<file path="config.mk">
export PLATFORM = sky130hd
export DESIGN_NAME = aud_ser_tx
export DESIGN_NICKNAME = d
export VERILOG_FILES = /design/src/rtl/aud_ser_tx.sv
export SDC_FILE = /design/constraint.sdc
export NUM_CORES = 1
export LEC_CHECK = 0
export BUFFER_PORTS_ARGS = -buffer_cell sky130_fd_sc_hd__clkbuf_2
export CORE_ASPECT_RATIO = 1.5
export CORE_MARGIN = 1.5
export CORE_UTILIZATION = 50
export CTS_CLUSTER_DIAMETER = 200
export DETAILED_ROUTE_END_ITERATION = 10
export PLACE_DENSITY_LB_ADDON = 0.3
export SYNTH_ARGS = -nofsm -noshare
export SYNTH_HDL_FRONTEND = slang
export SYNTH_SLANG_ARGS = --single-unit
</file>
<file path="constraint.sdc">
create_clock -name clk -period 6.79 [get_ports clk]
set_input_delay 2.037 -clock clk [delete_from_list [all_inputs] [get_ports clk]]
set_output_delay 2.037 -clock clk [all_outputs]
set_load 0.005 [all_outputs]
</file>
<file path="src/rtl/aud_ser_tx.sv">
module aud_ser_tx #(
  parameter int CNT_W = 9
) (
  input  logic        clk,
  input  logic        rst_n,
  input  logic        bclk,
  input  logic        lrclk,
  input  logic [2:0]  fmt,
  input  logic [1:0]  wlen,
  input  logic        in_valid,
  output logic        in_ready,
  input  logic [31:0] in_left,
  input  logic [31:0] in_right,
  output logic        sdata,
  output logic        underrun
);
  localparam int CW = CNT_W + 1;
  localparam logic [2:0] F_LJ = 3'd0, F_RJ = 3'd1, F_I2S = 3'd2, F_DSPE = 3'd3, F_DSPL = 3'd4;

  logic             bclk_q, lr_q, full;
  logic [CNT_W-1:0] cnt, k_now;
  logic [CW-1:0]    len_hi, len_lo;
  logic [31:0]      hold_l, hold_r, pend_l, pend_r;

  wire fall     = bclk_q & ~bclk;
  wire lr_rise  = fall & lrclk & ~lr_q;
  wire lr_fall  = fall & ~lrclk & lr_q;
  wire is_dsp   = (fmt == F_DSPE) || (fmt == F_DSPL);
  wire restart  = is_dsp ? lr_rise : (lr_rise | lr_fall);
  wire frm_strt = (fmt == F_I2S) ? lr_fall : lr_rise;
  wire left_ph  = (fmt == F_I2S) ? ~lrclk : lrclk;
  wire take_new = frm_strt & full;

  wire [31:0] cur_l = take_new ? pend_l : hold_l;
  wire [31:0] cur_r = take_new ? pend_r : hold_r;

  assign in_ready = ~full;
  assign k_now = restart ? '0 : ((&cnt) ? cnt : cnt + CNT_W'(1));

  logic [CW-1:0] w, kx, ln, j, off, dly;
  logic          valid, take_r, nxt_bit;

  always_comb begin
    case (wlen)
      2'd0:    w = CW'(16);
      2'd1:    w = CW'(20);
      2'd2:    w = CW'(24);
      default: w = CW'(32);
    endcase
    kx     = {1'b0, k_now};
    ln     = lrclk ? len_hi : len_lo;
    dly    = (fmt == F_DSPL) ? CW'(1) : CW'(0);
    j      = kx - dly;
    valid  = 1'b0;
    off    = '0;
    take_r = ~left_ph;
    case (fmt)
      F_LJ: if (kx < w) begin
        valid = 1'b1;
        off   = w - CW'(1) - kx;
      end
      F_I2S: if (kx != '0 && kx <= w) begin
        valid = 1'b1;
        off   = w - kx;
      end
      F_RJ: if (wlen != 2'd3 && kx < ln && (ln - CW'(1) - kx) < w) begin
        valid = 1'b1;
        off   = ln - CW'(1) - kx;
      end
      F_DSPE, F_DSPL: if (kx >= dly) begin
        if (j < w) begin
          valid  = 1'b1;
          take_r = 1'b0;
          off    = w - CW'(1) - j;
        end else if (j < (w << 1)) begin
          valid  = 1'b1;
          take_r = 1'b1;
          off    = (w << 1) - CW'(1) - j;
        end
      end
      default: valid = 1'b0;
    endcase
    nxt_bit = valid & (take_r ? cur_r[off[4:0]] : cur_l[off[4:0]]);
  end

  always_ff @(posedge clk or negedge rst_n) begin
    if (!rst_n) begin
      bclk_q   <= 1'b0;
      lr_q     <= 1'b0;
      cnt      <= '0;
      len_hi   <= '0;
      len_lo   <= '0;
      full     <= 1'b0;
      hold_l   <= '0;
      hold_r   <= '0;
      pend_l   <= '0;
      pend_r   <= '0;
      sdata    <= 1'b0;
      underrun <= 1'b0;
    end else begin
      bclk_q <= bclk;
      full   <= (full & ~frm_strt) | (in_valid & ~full);
      if (in_valid && !full) begin
        pend_l <= in_left;
        pend_r <= in_right;
      end
      if (take_new) begin
        hold_l <= pend_l;
        hold_r <= pend_r;
      end
      if (frm_strt) underrun <= ~full;
      if (fall) begin
        lr_q  <= lrclk;
        cnt   <= k_now;
        sdata <= nxt_bit;
        if (lr_rise) len_lo <= {1'b0, cnt} + CW'(1);
        if (lr_fall) len_hi <= {1'b0, cnt} + CW'(1);
      end
    end
  end
endmodule

</file>
==> results of run 1 <==
==> flip-flops by register name (all words and copies together) (netlist names) <==
signal,cells
pend_l,32
lr_q,1
cnt,9
pend_r,32
sdata,1
bclk_q,1
full,1
len_hi,10
hold_r,32
len_lo,10
underrun,1
hold_l,32
==> cells by family (layout without fill, tap and decap cells) <==
| kind of cell | count (synthesis) | in the layout | share of synthesized area (%) |
|---|---|---|---|
| buf+inv | 83 | 209 | 3.84 |
| fa+ha+maj | 49 | 49 | 6.60 |
| simple gates | 182 | 182 | 10.1 |
| compound gates | 175 | 175 | 13.1 |
| mux | 173 | 173 | 20.5 |
| xor+xnor | 30 | 30 | 2.79 |
| flops | 162 | 162 | 43.1 |
==> layer usage <==
layer	track usage [%]	share of wire, %	vias to the layer above
met5	0	0	-
met4	10.3	3.2	0
met1	25.9	41	3379
met3	3.51	2.8	42
li1	-	-	3325
met2	43.3	53	124
==> worst min-delay path by stage <==
stage	start	end	slack (ns)	depth (start not counted)
6_report	len_hi[1]	len_hi[1]	0.47	2
5_1_grt	len_hi[7]	len_hi[7]	0.50	2
4_1_cts	len_hi[8]	len_hi[8]	0.48	2
3_5_place_dp	len_hi[1]	len_hi[1]	0.46	2
3_3_place_gp	len_hi[1]	len_hi[1]	0.46	2
2_1_floorplan	len_hi[8]	len_hi[8]	0.44	2
==> cell usage after synthesis, drive strengths merged, types with 13 or more instances <==
| cell type | count |
|---|---|
| mux2 | 145 |
| buf | 20 |
| inv | 41 |
| nor2 | 27 |
| xor2 | 13 |
| xnor2 | 17 |
| a211oi | 15 |
| o22ai | 18 |
| clkbuf | 22 |
| ha | 48 |
| a21oi | 27 |
| o21ai | 49 |
| mux2i | 27 |
| nand2 | 69 |
| dfrtp | 162 |
==> worst max-delay path, delay by kind of cell <==
family	cells	cell delay (ns)
buffers and inverters	4	0.51
adders and majority gates	2	0.50
xor gates and xnor gates	1	0.14
AOI/OAI and AO/OA	8	1.36
and+or+nand+nor	8	2.16
==> where the power goes <==
group | leakage [nW] | internal (mW) | switching [mW]
Sequential | 1.97 | 1.39 | 0.204
Combinational | 2.80 | 0.957 | 0.950
Clock | 0.276 | 0.550 | 0.380
Total | 5.05 | 2.90 | 1.53
==> metrics by stage <==
stage          power, mW  area [um2]  instances  util (%)
6_report            4.43       11000       1232      59.6
5_1_grt             4.72       11000       1232      59.6
4_1_cts             4.45       11000       1232      59.5
3_5_place_dp        3.49       10400       1201      56.3
3_3_place_gp        3.45       10400       1201      56.3
2_1_floorplan       2.88        9410        854         -
==> layout make-up <==
class | instances | share of cell area, %
sequential | 162 | 36.9
multi-input combinational | 609 | 45.6
timing repair buffer | 137 | 8.02
clock buffer | 19 | 4.03
tap | 252 | 2.87
clock inverter | 12 | 1.21
inverter | 41 | 1.40
==> timing repair <==
action,CTS,global route
setup endpoints to repair,0,1
resized for setup,0,4
buffers inserted,0,0
hold buffers,0,0
==> out/results.ini, run 1 <==
[power]
leakagePower_nw = 5.05
power.density_mw_per_mm2 = 403
vdd_drop_max_uv = 203

[status]
status = completed

[timing]
skew_ns = 0.00874
post-route-period-util_pct = 94.0
hold_viol = 0
fin_crit_ns = 6.38
rsz0062_at_grt = false
slew_viol_final = 0
slew-limit-headroom_pct = 47.7
fmax_mhz = 157
setup-violations-final = 0
hold_slack_ns = 0.475
setup_slack_ns = 0.405
tightest_slew_ns = 0.784
setup-tns-final_ns = 0

[route]
drt_iter0_markers = 401
firstDrtPassIters = 4
dr_total_vias = 6870
wl_per_cell_um = 17.8
final_antenna_net_count = 0
drc = 0
totalWireLength_mm = 21.9
viasPerCell = 5.58

[placed_design]
dpl.hpwl_mm = 17.0
port_buffers = 76
preCtsSetupSlack_ns = -0.171
gp_congestion = 0.923

[critical_path]
reg2reg_depth = 27
slowest_stage = or4_1
crit_path_end_kind = register
crit_type = in -> reg
cp.required_ns = 7.12
crit_end = sdata
critPathLaunch = fmt[1]
r2r_start = cnt[1]
cp_cell_sequence = clkbuf_2, or3b_1, a31o_2, nor2_1, inv_1, ha_1, a211oi_2, o21ai_0, a21oi_1, xnor2_1, ha_1, a21oi_1, nand2_1, nor4_1, nand4b_1, nor4_1, a311oi_2, buf_4, buf_4, nand2_1, o22ai_1, or4_1, a211oi_1
reg2reg_setup_slack_ns = 0.61
cp-start-kind = primary input
reg2reg_to = sdata
critPathMaxStageDelay_ns = 0.52
arrival_ns = 6.71
cp_max_fo = 5

[synthesis]
ys_ff_latch = 162
synth.area.top_cells = dfrtp_1 (43%), mux2_2 (17%), ha_1 (6.4%)
synth_edf_count = 0
yosys_warnings = 0
async_flop_share_pct = 100
syn_area_per_cell_um2 = 11.0
netlist.area_leader.share_pct = 43.1
synth_cells = 854
syn-num-nets = 977
synth-main-ff-cell = dfrtp_1
yosysTopAreaCell = dfrtp_1
ys_types = 85
synth_area_mm2 = 0.00941
ys_seq_area_share_pct = 43.1

[clock_tree]
cts_tree = built
clk_pin_slew_worst_paths_ns = 0.06
clock_sinks = 162
clockRootBuffer = clkbuf_16
htreeDepth = 4
cts_buffers = 17
clockBufferDepth = 2
insertion_delay_ns = 0.43

[cells_and_area]
nNetsFinal = 1091
area_delta_synth_final_pct = 16.9
nFillCells = 1567
drive_above_1_share_pct = 34.0
layout_common_cells = dfrtp_1 (162), mux2_2 (141), clkbuf_2 (75)
n_antenna_cell = 0
final_common_cell = dfrtp_1
seq_area_mm2 = 0.00405
multiInputGateArea_mm2 = 0.00502

[grt]
grt_antenna_before_repair = 0
grt_max_degree = 91
grt_usage_pct = 23.3
grt_pass1_vias = 7127
overflow = 0
grt_pass1_wl_mm = 35.2

[die]
die_h_um = 171
core_area_mm2 = 0.0185
dieArea_mm2 = 0.0197
floorplan.initialDensity_pct = 50.9
die_w_um = 115
io_pins = 77
rows = 61

[hold_path]
hp-class = reg -> reg

[job]
maxCapViolCount = 0

(Power assumes the default switching activity.)
==> run 2, diff against run 1 <==
--- a/config.mk
+++ b/config.mk
@@ -5,6 +5,7 @@
 export SDC_FILE = /design/constraint.sdc
 export NUM_CORES = 1
 export LEC_CHECK = 0
+export ABC_AREA = 1
 export BUFFER_PORTS_ARGS = -buffer_cell sky130_fd_sc_hd__clkbuf_2
 export CORE_ASPECT_RATIO = 1.5
 export CORE_MARGIN = 1.5
==> constraint.sdc (replaced) <==
create_clock -name clk -period 5.5 [get_ports clk]
set_input_delay 1.65 -clock clk [delete_from_list [all_inputs] [get_ports clk]]
set_output_delay 1.65 -clock clk [all_outputs]
set_load 0.005 [all_outputs]
==> run 2 against run 1 <==
Global-route usage up 1.5 points. Wire length increased by 2.6%. Via count increased by 10%. Utilization is 0.51 points lower. Area after synthesis decreased by 2.4%. Critical path type unchanged. Largest cell class unchanged. Highest routed layer unchanged.
==> out/results.ini, run 2 <==
[die]
io_pins = 77  ; unchanged
die_h_um = 169  ; was 171 um
rows = 60  ; was 61
floorplan.initialDensity_pct = 51.2  ; was 50.9%
dieArea_mm2 = 0.0192  ; was 0.0197 mm2
die_w_um = 114  ; was 115 um
core_area_mm2 = 0.0179  ; was 0.0185 mm2

[grt]
grt_max_degree = 109  ; was 91
grt_antenna_before_repair = 0  ; unchanged
overflow = 0  ; unchanged
grt_pass1_wl_mm = 37.2  ; was 35.2 mm
grt_pass1_vias = 7708  ; was 7127
grt_usage_pct = 24.8  ; was 23.3%

[timing]
setup_slack_ns = 0.421  ; was 0.405 ns
skew_ns = 0.00934  ; was 0.00874 ns
post-route-period-util_pct = 92.3
hold_viol = 0  ; unchanged
fin_crit_ns = 5.08
slew-limit-headroom_pct = 30.7  ; was 47.7%
fmax_mhz = 197
setup-tns-final_ns = 0  ; unchanged
setup-violations-final = 0  ; unchanged
tightest_slew_ns = 1.04  ; was 0.784 ns
slew_viol_final = 0  ; unchanged

[critical_path]
arrival_ns = 5.40  ; was 6.71 ns
worst-path-stages = 33  ; was 23
critPathMaxStageDelay_ns = 0.40  ; was 0.52 ns
cp.required_ns = 5.82  ; was 7.12 ns
crit_path_end_kind = register  ; unchanged
path_delay_family = simple AND/OR/NAND/NOR gates  ; unchanged
cp_num_buf_inv = 6  ; was 4
cp-start-kind = primary input  ; unchanged
reg2reg_depth = 35  ; was 27
slowest_stage = fa_1  ; was or4_1
crit_type = in -> reg  ; unchanged
reg2reg_setup_slack_ns = 0.59  ; was 0.61 ns
critPathMostFrequentCell = nand3_1
cp_max_fo = 32  ; was 5

[clock_tree]
insertion_delay_ns = 0.43  ; about the same
htreeDepth = 4  ; unchanged
clockBufferDepth = 2  ; unchanged
clk_pin_slew_worst_paths_ns = 0.06  ; about the same
cts_buffers = 17  ; unchanged
clock_sinks = 162  ; unchanged
clockRootBuffer = clkbuf_16  ; unchanged
cts_tree = built  ; unchanged

[route]
dr_total_vias = 7574  ; was 6870
final_antenna_net_count = 0  ; unchanged
viasPerCell = 5.31  ; was 5.58
drt_iter0_markers = 336  ; was 401
totalWireLength_mm = 22.5  ; was 21.9 mm
firstDrtPassIters = 4  ; unchanged
drc = 0  ; unchanged
wl_per_cell_um = 15.8  ; was 17.8 um

[cells_and_area]
final_common_cell = nand2_1  ; was dfrtp_1
nFillCells = 1615  ; was 1567
drive_above_1_share_pct = 22.2  ; was 34.0%
post-route-util_pct = 59.0  ; was 59.6%
layout_common_cells = nand2_1 (379), dfrtp_1 (161), nand3_1 (127)  ; was dfrtp_1 (162), mux2_2 (141), clkbuf_2 (75)
area_delta_synth_final_pct = 15.4  ; was 16.9%
n_antenna_cell = 0  ; unchanged
nNetsFinal = 1320  ; was 1091

[synthesis]
synth-main-ff-cell = dfrtp_1  ; unchanged
syn_area_per_cell_um2 = 8.33  ; was 11.0 um2
async_flop_share_pct = 100  ; unchanged
netlist.area_leader.share_pct = 44.1  ; was 43.1%
ys_types = 44  ; was 85
synth_edf_count = 0  ; unchanged
yosysMostFrequentCell = nand2_1  ; was dfrtp_1
syn-num-nets = 1225  ; was 977
yosysTopAreaCell = dfrtp_1  ; unchanged
synth.area.top_cells = dfrtp_1 (44%), nand2_1 (16%), mux2_2 (7.8%)  ; was dfrtp_1 (43%), mux2_2 (17%), ha_1 (6.4%)
synthTopCellsByCount = nand2_1 (380), dfrtp_1 (162), nand3_1 (127)  ; was dfrtp_1 (162), mux2_2 (141), nand2_1 (69)
synth_area_mm2 = 0.00918  ; was 0.00941 mm2
synth_cells = 1102  ; was 854
yosys_warnings = 0  ; unchanged
ys_ff_latch = 162  ; unchanged
ys_seq_area_share_pct = 44.1  ; was 43.1%

[power]
power.density_mw_per_mm2 = 502  ; was 403 mW/mm2
leakagePower_nw = 5.48  ; was 5.05 nW
p_sw_share_pct = 38.4  ; was 34.6%
clkPwrFrac_pct = 22.3  ; was 21.0%
p_int_mw = 3.27  ; was 2.90 mW
seqPwrFrac_pct = 36.8  ; was 36.0%
vdd_drop_max_uv = 263  ; was 203 uV
power_switching_mw = 2.04  ; was 1.53 mW
pwr-share-comb_pct = 40.9  ; was 43.0%

[hold_path]
hp-class = reg -> reg  ; unchanged
hold_depth = 2  ; unchanged

[placed_design]
gp_congestion = 0.951  ; was 0.923
preCtsSetupSlack_ns = -0.0697  ; was -0.171 ns
port_buffers = 76  ; unchanged
dpl.hpwl_mm = 16.9  ; was 17.0 mm

[status]
status = completed  ; unchanged

[job]
maxCapViolCount = 0  ; unchanged

run 2: what timing repair did:
item | 4_1_cts | 5_1_grt
hold buffers | 0 | 0
setup endpoints to repair | 0 | 1
resized for setup | 0 | 6
buffers inserted | 0 | 1
run 2: path summary, 6_finish.rpt:
path	startpoint	endpoint
setup / recovery	bclk	sdata
hold / removal	hold_r[3]	hold_r[3]
setup reg to reg	cnt[1]	sdata
hold reg to reg	hold_r[3]	hold_r[3]
max in group asynchronous	rst_n	cnt[1]
min in group asynchronous	rst_n	pend_r[20]
run 2: routing by layer:
layer,global-route usage [%],vias to the layer above,routed length [um]
li1,-,3750,-
met1,26.7,3569,8530
met2,44.7,178,11700
met3,3.62,77,742
met4,16.1,0,1470
met5,0,-,0
run 2: power groups by stage:
stage          Combinational, mW  Sequential [mW]  Clock (mW)
2_1_floorplan               1.60             1.90           0
3_3_place_gp                2.10             1.96           0
3_5_place_dp                2.14             1.98           0
4_1_cts                     2.16             1.96        1.21
5_1_grt                     2.46             2.01        1.25
6_report                    2.17             1.96        1.18
run 2: final cells by class:
class	instances	area [um2]	area share, %
Multi-Input combinational cell	805	4610	43.5
Sequential cell	162	4060	38.3
Timing Repair Buffer	115	704	6.65
Clock buffer	17	425	4.02
Inverter	96	360	3.40
Tap cell	217	272	2.56
Clock inverter	15	169	1.59
run 2: worst min-delay path, cell delays in order, from the launching register on:
cell     delay (ns)
dfrtp_1        0.32
nand2_1        0.05
nand2_1        0.06
run 2: stage by stage:
step	hold WS, ns	instance area (um2)	cells	power (mW)
2_1_floorplan	0.438	9180	1102	3.50
3_3_place_gp	0.454	9950	1394	4.06
3_5_place_dp	0.458	9950	1394	4.12
4_1_cts	0.476	10500	1426	5.33
5_1_grt	0.488	10600	1427	5.72
6_report	0.470	10600	1427	5.32
run 2: logic make-up (layout without fill, tap and decap cells):
kind of cell,count (synthesis),after routing,synth area share (%)
AO/OA/AOI/OAI,83,83,5.27
XOR/XNOR,14,14,1.34
adder cells (fa/ha/maj),49,49,6.76
buffers and inverters,135,243,6.09
flip-flops,162,162,44.1
multiplexers,64,64,7.85
AND/OR/NAND/NOR,595,595,28.5
